===== config.mk =====
export PLATFORM = sky130hd
export DESIGN_NAME = desc_ring_dma
export DESIGN_NICKNAME = d
export VERILOG_FILES = /design/src/rtl/desc_ring_dma.sv
export SDC_FILE = /design/constraint.sdc
export NUM_CORES = 1
export LEC_CHECK = 0
export BUFFER_PORTS_ARGS = -buffer_cell sky130_fd_sc_hd__buf_2
export CAP_MARGIN = 0
export CORE_MARGIN = 4
export CORE_UTILIZATION = 58
export CTS_CLUSTER_DIAMETER = 120
export DETAILED_ROUTE_END_ITERATION = 8
export PLACE_DENSITY = 0.87
export SLEW_MARGIN = 25
export SYNTH_ARGS = -nofsm -noshare
export SYNTH_HDL_FRONTEND = slang
export SYNTH_SLANG_ARGS = --single-unit

===== constraint.sdc =====
create_clock -name clk -period 5 [get_ports clk]
set_input_delay 1 -clock clk [delete_from_list [all_inputs] [get_ports clk]]
set_output_delay 1 -clock clk [all_outputs]
set_load 0.005 [all_outputs]

===== src/rtl/desc_ring_dma.sv =====
module desc_ring_dma #(
  parameter int AW   = 10,
  parameter int SZW  = 11,
  parameter int LENW = 14
) (
  input  logic          clk,
  input  logic          rst_n,
  input  logic          reg_we,
  input  logic [7:0]    reg_addr,
  input  logic [31:0]   reg_wdata,
  output logic [31:0]   reg_rdata,
  output logic          mem_en,
  output logic          mem_we,
  output logic [3:0]    mem_be,
  output logic [AW-1:0] mem_addr,
  output logic [31:0]   mem_wdata,
  input  logic [31:0]   mem_rdata,
  output logic          tx_valid,
  output logic [7:0]    tx_data,
  input  logic          tx_ready,
  input  logic          rx_valid,
  input  logic [7:0]    rx_data,
  input  logic          rx_last,
  output logic          rx_ready
);
  localparam int BW = AW + 2;

  typedef enum logic [3:0] {
    S_IDLE, S_TSTAT, S_TCTRL, S_TBUF, S_TDATA, S_TWB,
    S_RSTAT, S_RCTRL, S_RBUF, S_RDATA, S_RWB, S_RDROP
  } st_t;

  st_t st;
  logic [BW-1:0]   tx_base, rx_base, tx_ptr, rx_ptr, bufa;
  logic            tx_run, rx_run, tx_pend, rx_susp, eor;
  logic [SZW-1:0]  size;
  logic [LENW-1:0] cnt;
  logic [2:0]      ts, rs;

  wire srst    = reg_we && reg_addr == 8'h00 && reg_wdata[0];
  wire wr_poll = reg_we && reg_addr == 8'h08;
  wire wr_rxb  = reg_we && reg_addr == 8'h18;
  wire wr_txb  = reg_we && reg_addr == 8'h20;
  wire wr_mode = reg_we && reg_addr == 8'h30;

  wire             in_tx = st >= S_TSTAT && st <= S_TWB;
  wire [BW-1:0]    cur   = in_tx ? tx_ptr : rx_ptr;
  wire [BW-1:0]    baddr = bufa + BW'(cnt);
  wire             fits  = cnt < LENW'(size);
  wire             owned = mem_rdata[31];

  assign tx_valid = st == S_TDATA && fits;
  assign tx_data  = 8'(mem_rdata >> {baddr[1:0], 3'b000});
  assign rx_ready = st == S_RDATA || st == S_RDROP;

  always_comb begin
    mem_en    = 1'b0;
    mem_we    = 1'b0;
    mem_be    = 4'hf;
    mem_addr  = cur[BW-1:2];
    mem_wdata = '0;
    case (st)
      S_TSTAT, S_RSTAT: mem_en = 1'b1;
      S_TCTRL, S_RCTRL: begin mem_en = 1'b1; mem_addr = cur[BW-1:2] + AW'(1); end
      S_TBUF, S_RBUF:   begin mem_en = 1'b1; mem_addr = cur[BW-1:2] + AW'(2); end
      S_TDATA: begin
        mem_en   = fits;
        mem_addr = baddr[BW-1:2];
      end
      S_RDATA: begin
        mem_en    = rx_valid && fits;
        mem_we    = mem_en;
        mem_addr  = baddr[BW-1:2];
        mem_be    = 4'b0001 << baddr[1:0];
        mem_wdata = {4{rx_data}};
      end
      S_TWB: begin mem_en = 1'b1; mem_we = 1'b1; end
      S_RWB: begin
        mem_en = 1'b1;
        mem_we = 1'b1;
        mem_wdata[16 +: LENW] = cnt;
        mem_wdata[15] = cnt > LENW'(size);
        mem_wdata[8]  = 1'b1;
      end
      default: ;
    endcase
  end

  always_ff @(posedge clk) begin
    if (!rst_n || srst) begin
      st <= S_IDLE;
      tx_base <= '0; rx_base <= '0; tx_ptr <= '0; rx_ptr <= '0; bufa <= '0;
      tx_run <= 1'b0; rx_run <= 1'b0; tx_pend <= 1'b0; rx_susp <= 1'b0;
      eor <= 1'b0; size <= '0; cnt <= '0;
    end else begin
      if (wr_rxb) begin rx_base <= reg_wdata[BW-1:0]; rx_ptr <= reg_wdata[BW-1:0]; end
      if (wr_txb) begin tx_base <= reg_wdata[BW-1:0]; tx_ptr <= reg_wdata[BW-1:0]; end
      if (wr_mode) begin tx_run <= reg_wdata[13]; rx_run <= reg_wdata[1]; end
      case (st)
        S_IDLE:
          if (tx_run && tx_pend) st <= S_TSTAT;
          else if (rx_run && rx_valid) st <= S_RSTAT;
        S_TSTAT:
          if (owned) st <= S_TCTRL;
          else begin tx_pend <= 1'b0; st <= S_IDLE; end
        S_TCTRL: begin
          size <= mem_rdata[27] ? '0 : mem_rdata[SZW-1:0];
          eor  <= mem_rdata[25];
          cnt  <= '0;
          st   <= S_TBUF;
        end
        S_TBUF: begin bufa <= mem_rdata[BW-1:0]; st <= S_TDATA; end
        S_TDATA:
          if (!fits) st <= S_TWB;
          else if (tx_ready) cnt <= cnt + 1'b1;
        S_TWB: begin
          tx_ptr <= eor ? tx_base : tx_ptr + BW'(16);
          st     <= S_IDLE;
        end
        S_RSTAT:
          if (owned) begin rx_susp <= 1'b0; st <= S_RCTRL; end
          else begin rx_susp <= 1'b1; st <= S_RDROP; end
        S_RCTRL: begin
          size <= mem_rdata[SZW-1:0];
          eor  <= mem_rdata[25];
          cnt  <= '0;
          st   <= S_RBUF;
        end
        S_RBUF: begin bufa <= mem_rdata[BW-1:0]; st <= S_RDATA; end
        S_RDATA:
          if (rx_valid) begin
            if (cnt != '1) cnt <= cnt + 1'b1;
            if (rx_last) st <= S_RWB;
          end
        S_RWB: begin
          rx_ptr <= eor ? rx_base : rx_ptr + BW'(16);
          st     <= S_IDLE;
        end
        S_RDROP:
          if (rx_valid && rx_last) st <= S_IDLE;
        default: st <= S_IDLE;
      endcase
      if (wr_mode && !reg_wdata[13]) tx_pend <= 1'b0;
      else if ((wr_mode && reg_wdata[13] && !tx_run) || (wr_poll && tx_run)) tx_pend <= 1'b1;
    end
  end

  always_comb begin
    if (st == S_TDATA)      ts = 3'd3;
    else if (in_tx)         ts = 3'd1;
    else if (!tx_run)       ts = 3'd0;
    else if (tx_pend)       ts = 3'd1;
    else                    ts = 3'd6;
    if (st == S_RDATA)      rs = 3'd7;
    else if (st == S_RDROP) rs = 3'd4;
    else if (st == S_RSTAT || st == S_RCTRL || st == S_RBUF || st == S_RWB) rs = 3'd1;
    else if (!rx_run)       rs = 3'd0;
    else if (rx_susp)       rs = 3'd4;
    else                    rs = 3'd3;
  end

  always_comb begin
    case (reg_addr)
      8'h18:   reg_rdata = 32'(rx_base);
      8'h20:   reg_rdata = 32'(tx_base);
      8'h28:   reg_rdata = {9'b0, ts, rs, 17'b0};
      8'h30:   reg_rdata = {18'b0, tx_run, 11'b0, rx_run, 1'b0};
      default: reg_rdata = '0;
    endcase
  end
endmodule


# Word-level counts from Yosys, hierarchy flattened
# Cells that the tools add are included.
# Widths: inputs -> output; s select.
[totals]
elab_cells = 138
regBits = 94
inputBits = 86
output_inout_bits = 90
[op_classes]
n_addsub = 6
magnitude_cmp = 4
shift = 2
muxes = 46
reduce_logical = 41
eq_ne = 26
[op_table]
columns = ["cell", "n"]
rows = [
  ["$pmux 23 s4", 1],
  ["$mux 12", 7],
  ["$mux 14", 4],
  ["$pmux 14 s3", 1],
  ["$pmux 4 s10", 1],
  ["$mux 4", 8],
  ["$shr 32x5->8", 1],
  ["$pmux 10 s3", 1],
  ["$pmux 15 s2", 1],
  ["$mux 3", 9],
  ["$add 12x5->12 const B", 2],
  ["$eq 8x6->1 const B", 3],
  ["$pmux 11 s2", 1],
  ["$eq 4x3->1 const B", 4],
  ["$eq 4x4->1 const B", 4],
  ["$logic_and 1x1->1", 16],
  ["$add 14x1->14 const B", 1],
  ["$gt 14x11->1", 1],
  ["$lt 14x11->1", 1],
  ["$ne 14x14->1 const B", 1],
  ["$ne 2x2->1 const B", 7],
  ["$add 12x12->12", 1],
  ["$mux 11", 1],
  ["$add 10x1->10 const B", 1],
  ["26 further kinds", 47],
]

# Logic depth before layout (Yosys ltp)
[logic_depth]
ltp_word = 8
depth_mapped = 11
depth_no_buf = 9

# Worst setup path after synthesis
# OpenSTA, ideal clock, no wires.
[synth_path]
path_type = "flip-flop to output port"
startpoint = "reg st[1]"
endpoint = "out mem_addr[8]"
path_slack_ns = 1.496
path_buffers = 1
t_required_ns = 4.000
path_stages_with_launch = 10
arrival_ns = 2.504
cell_sequence = "dfxtp_1 -> buf_4 -> a21oi_1 -> a21boi_1 -> mux2_2 -> ha_1 -> nand3_2 -> mux2_2 -> a311o_1 -> o211ai_1"
[synth_via]
elab_chain_cells = 5
elab_cells_between_ends = 16
classes_between = "2 x add/sub; 2 x order compare; 6 x eq/ne; 2 x mux; 4 x reduce/logical"
[synth_lines]
columns = ["element", "line_no", "source"]
rows = [
  ["start: declaration", "33", "st_t st;"],
  ["start signal: assignment", "91", "st <= S_IDLE;"],
  ["start signal: assignment", "101", "if (tx_run && tx_pend) st <= S_TSTAT;"],
  ["start signal: assignment", "102", "else if (rx_run && rx_valid) st <= S_RSTAT;"],
  ["$ge 4x1->1 or $le 4x3->1 (tied branches)", "46", "wire in_tx = st >= S_TSTAT && st <= S_TWB;"],
  ["$logic_and 1x1->1", "46", ""],
  ["$mux 12", "47", "wire [BW-1:0] cur = in_tx ? tx_ptr : rx_ptr;"],
  ["$add 10x2->10 or $add 10x1->10 (tied branches)", "65, 64", ""],
  ["$pmux 10 s3 *", "62", "case (st)"],
  ["end: declaration", "15", "output logic [AW-1:0] mem_addr,"],
]
# Mark *: on every way between the ends. The rest lies on a longest branch, timed or not.

# Worst setup path in the final report
# Same ends and word-level chain as after synthesis.

==> impl_results.md <==
* Run status: finished clean
* Slew HR at about 39%
* Initial Utilization at 60.3%
* Worst-Skew Late Latency at approximately 0.35 ns
* Final WL at roughly 20,000 um
* TritonCTS Buffers at 9
* Clock-pin slew on the worst setup and hold paths at 0.06 ns
* Static leakage at 3.39 nW
* Layout cells sized above 1 at 20.6%
* Wire length per cell at between 15 and 20 um
* Vias per cell at 6.42
* Sw Ratio at about two fifths
* Seq pwr share at 31.3%
* Cell count after synthesis at 852
* Worst EP arrival at around 3.6 ns
* Worst slew pin tran at between 0.9 and 1 ns
* Vias in the first global route at 6,428
* Avg Inst Size Synth at between 7 and 8 um2
* Post-CTS Setup Repair Bufs at 0
* Final Critical Period at between 4 and 5 ns
* Crit path launch type: register
* TritonCTS clock tree: done
* Layout area overhead at 14.0%
* Crit-path max FO at 18
* Vias at ~7,000
* GRT overflow at 0
* CTS H-Tree Depth at 3
* Achievable Freq at 0.217 GHz
* IO buf count at about 140
* Die Y at roughly 120 um
* Unrepaired setup endpoints after global routing: false
* Min-delay worst type: register to register
* TritonCTS Sinks at 90
* VDD IR max at approximately 0.2 mV
* Initial DRC Count at 723
* Setup crit end kind: primary output
* Area leader, netlist: dfxtp_1
* Slack of the worst reg-to-reg path at ~2.1 ns
* Tot GR Track Use at 29.7%
* Chip Width at approximately 120 um
* Net count, final at between 1,000 and 1,500
* Residual DRC at 0
* Main synth FF type: dfxtp_1
* Net Switching at between 1 and 1.5 mW
* CTS root buf: clkbuf_16
* Initial antenna violation count at 0
* IO Pins at roughly 180
* Post-synth top area share at between 20% and 30%
* Fillers at 950
* Count of final max-slew check failures at 0
* Clock power share at between 20% and 30%
* Synthesized area at approximately 6700 um2
* Fin. Hold Viols at 0
* Placement Setup Slack at 0.872 ns
* Synth top area cells: dfxtp_1, mux2i_1, nand2_1
* Synthesis-stage register bit count at 90
* Core Box Area at around 11,000 um2
* Sequential-to-total area share from yosys stat at a little over a quarter
* Setup tns final at 0 ns
* Final Cycle Share at between 90 and 100%
* Post-cts hold buffer count at 0
* Pin count of the biggest net entering global routing at 37
* FFs w/ async S/R, synth at 0%
* Cell variety after synth at 67
* Max-cap violations at 0
* Post_cts resized at 0
* Power Dens Cells at between 300 and 400 nW/um2
* 1st-pass router iterations at 5
* Dpl hpwl at between 10,000 and 15,000 um
* ANT cells at 0
* DRT antenna net count at 0
* Die area at 13,300 um2
* Placer Congestion at between 0.9 and 1
* Cell Int Power at around 1.6 mW
* Setup slack after layout at 0.397 ns
* First-pass GRT wire length at between 30,000 and 40,000 um
* Post-synth EDFFs at 0
* Yosys warns at 0
* CP required at around 4 ns
* Combinational share of power at 44.1%
* Bufs on Longest Clock Path at 2
* Final Util at 68.8%
* Worst Skew at around 0.0074 ns
* Final Setup Violations at 0
* CP Class: register to primary output
* Row count at 38
==> final timing paths <==
path         depth (start not counted)          end  startpoint
min                                  2   tx_base[0]  tx_base[0]
min reg2reg                          2   tx_base[0]  tx_base[0]
max reg2reg                          8        st[0]      cnt[3]
max                                  9  mem_addr[8]       st[1]
==> cell type report <==
| type | count | area (um2) | area share, % |
|---|---|---|---|
| multi-input cells | 670 | 4420 | 58.2 |
| clock inverters | 4 | 26.3 | 0.346 |
| well taps | 140 | 175 | 2.31 |
| repair buffers | 157 | 821 | 10.8 |
| inverters | 25 | 93.8 | 1.24 |
| clock buffers | 12 | 256 | 3.38 |
| flip-flops and latches | 90 | 1800 | 23.7 |
==> cell families after synthesis <==
group,after synthesis,synth area share [%]
AO/OA/AOI/OAI,247,25.7
XOR/XNOR,29,3.82
adder cells (fa/ha/maj),28,5.38
buffers and inverters,104,7.78
flip-flops,90,27.1
multiplexers,53,9.53
other,1,0.0563
AND/OR/NAND/NOR,300,20.6
==> through the flow <==
| stage | cells | cell area [um2] | power (mW) | hold WS [ns] |
|---|---|---|---|---|
| 6_report | 1098 | 7590 | 2.67 | 0.455 |
| 4_1_cts | 1098 | 7580 | 2.62 | 0.454 |
| 5_1_grt | 1098 | 7590 | 2.80 | 0.469 |
| 3_3_place_gp | 1082 | 7290 | 1.94 | 0.442 |
| 2_1_floorplan | 864 | 6700 | 1.67 | 0.432 |
| 3_5_place_dp | 1082 | 7290 | 1.97 | 0.445 |
==> metal layers <==
metal  wire length (um)  vias up  track usage (%)
met5                  0        -                0
met4                439        0             10.0
met3               2070       38             5.47
met2               9180      423             47.7
met1               8280     3285             40.3
li1                   -     3299                -
==> power groups by stage <==
stage          registers (mW)  clock network, mW  logic, mW
6_report                0.836              0.654       1.18
5_1_grt                 0.841              0.681       1.28
4_1_cts                 0.831              0.652       1.14
3_5_place_dp            0.847                  0       1.12
3_3_place_gp            0.844                  0       1.10
2_1_floorplan           0.800                  0      0.871
==> critical path, cell delays in order, from the launching register on <==
cell,delay [ns]
dfxtp_1,0.76
inv_2,0.26
a21boi_1,0.53
mux2_2,0.41
ha_1,0.21
nand3_2,0.12
mux2_2,0.34
a311o_1,0.35
o211ai_1,0.11
buf_2,0.15
==> Yosys cell counts, drive strengths merged (3+ instances only) <==
master / instances
nor2b: 6
a22oi: 15
nor3: 13
o21bai: 4
and2: 7
nor2: 93
o22ai: 3
nand3: 34
a2111oi: 3
a2bb2oi: 6
or3: 15
mux2i: 42
nand2b: 4
a21o: 24
o221ai: 13
nand4b: 3
o31ai: 3
buf: 47
nand4: 4
o221a: 3
mux4: 8
o21ai: 42
xnor2: 17
a22o: 11
nand2: 94
ha: 27
a311oi: 9
inv: 24
a31oi: 5
nor4: 3
clkbuf: 32
dfxtp: 90
xor2: 12
a21oi: 52
a221oi: 3
mux2: 3
a211oi: 31
a21boi: 3
or2: 3
and3: 16
o211ai: 6
==> cell usage in the layout, fill, tap and decap left out, drive strengths merged, types with 12 or more instances in the layout <==
cell type and instances:
xnor2 17, clkbuf 12, o221ai 13, xor2 12, a21o 24, and3 16
nor3 13, mux2i 42, ha 27, or3 15, nand3 34, a21oi 52
conb 13, inv 24, dfxtp 90, nor2 93, buf 157, nand2 94
a211oi 31, a22oi 15, o21ai 42
==> flip-flops by register name, indices dropped and copies added, names as in the netlist <==
signal   count
rx_susp      1
tx_pend      1
cnt         14
tx_base     12
rx_run       1
size        11
tx_run       1
bufa        12
eor          1
st           4
rx_ptr      10
tx_ptr      10
rx_base     12
Note: power is estimated with default switching activity, not from simulation.
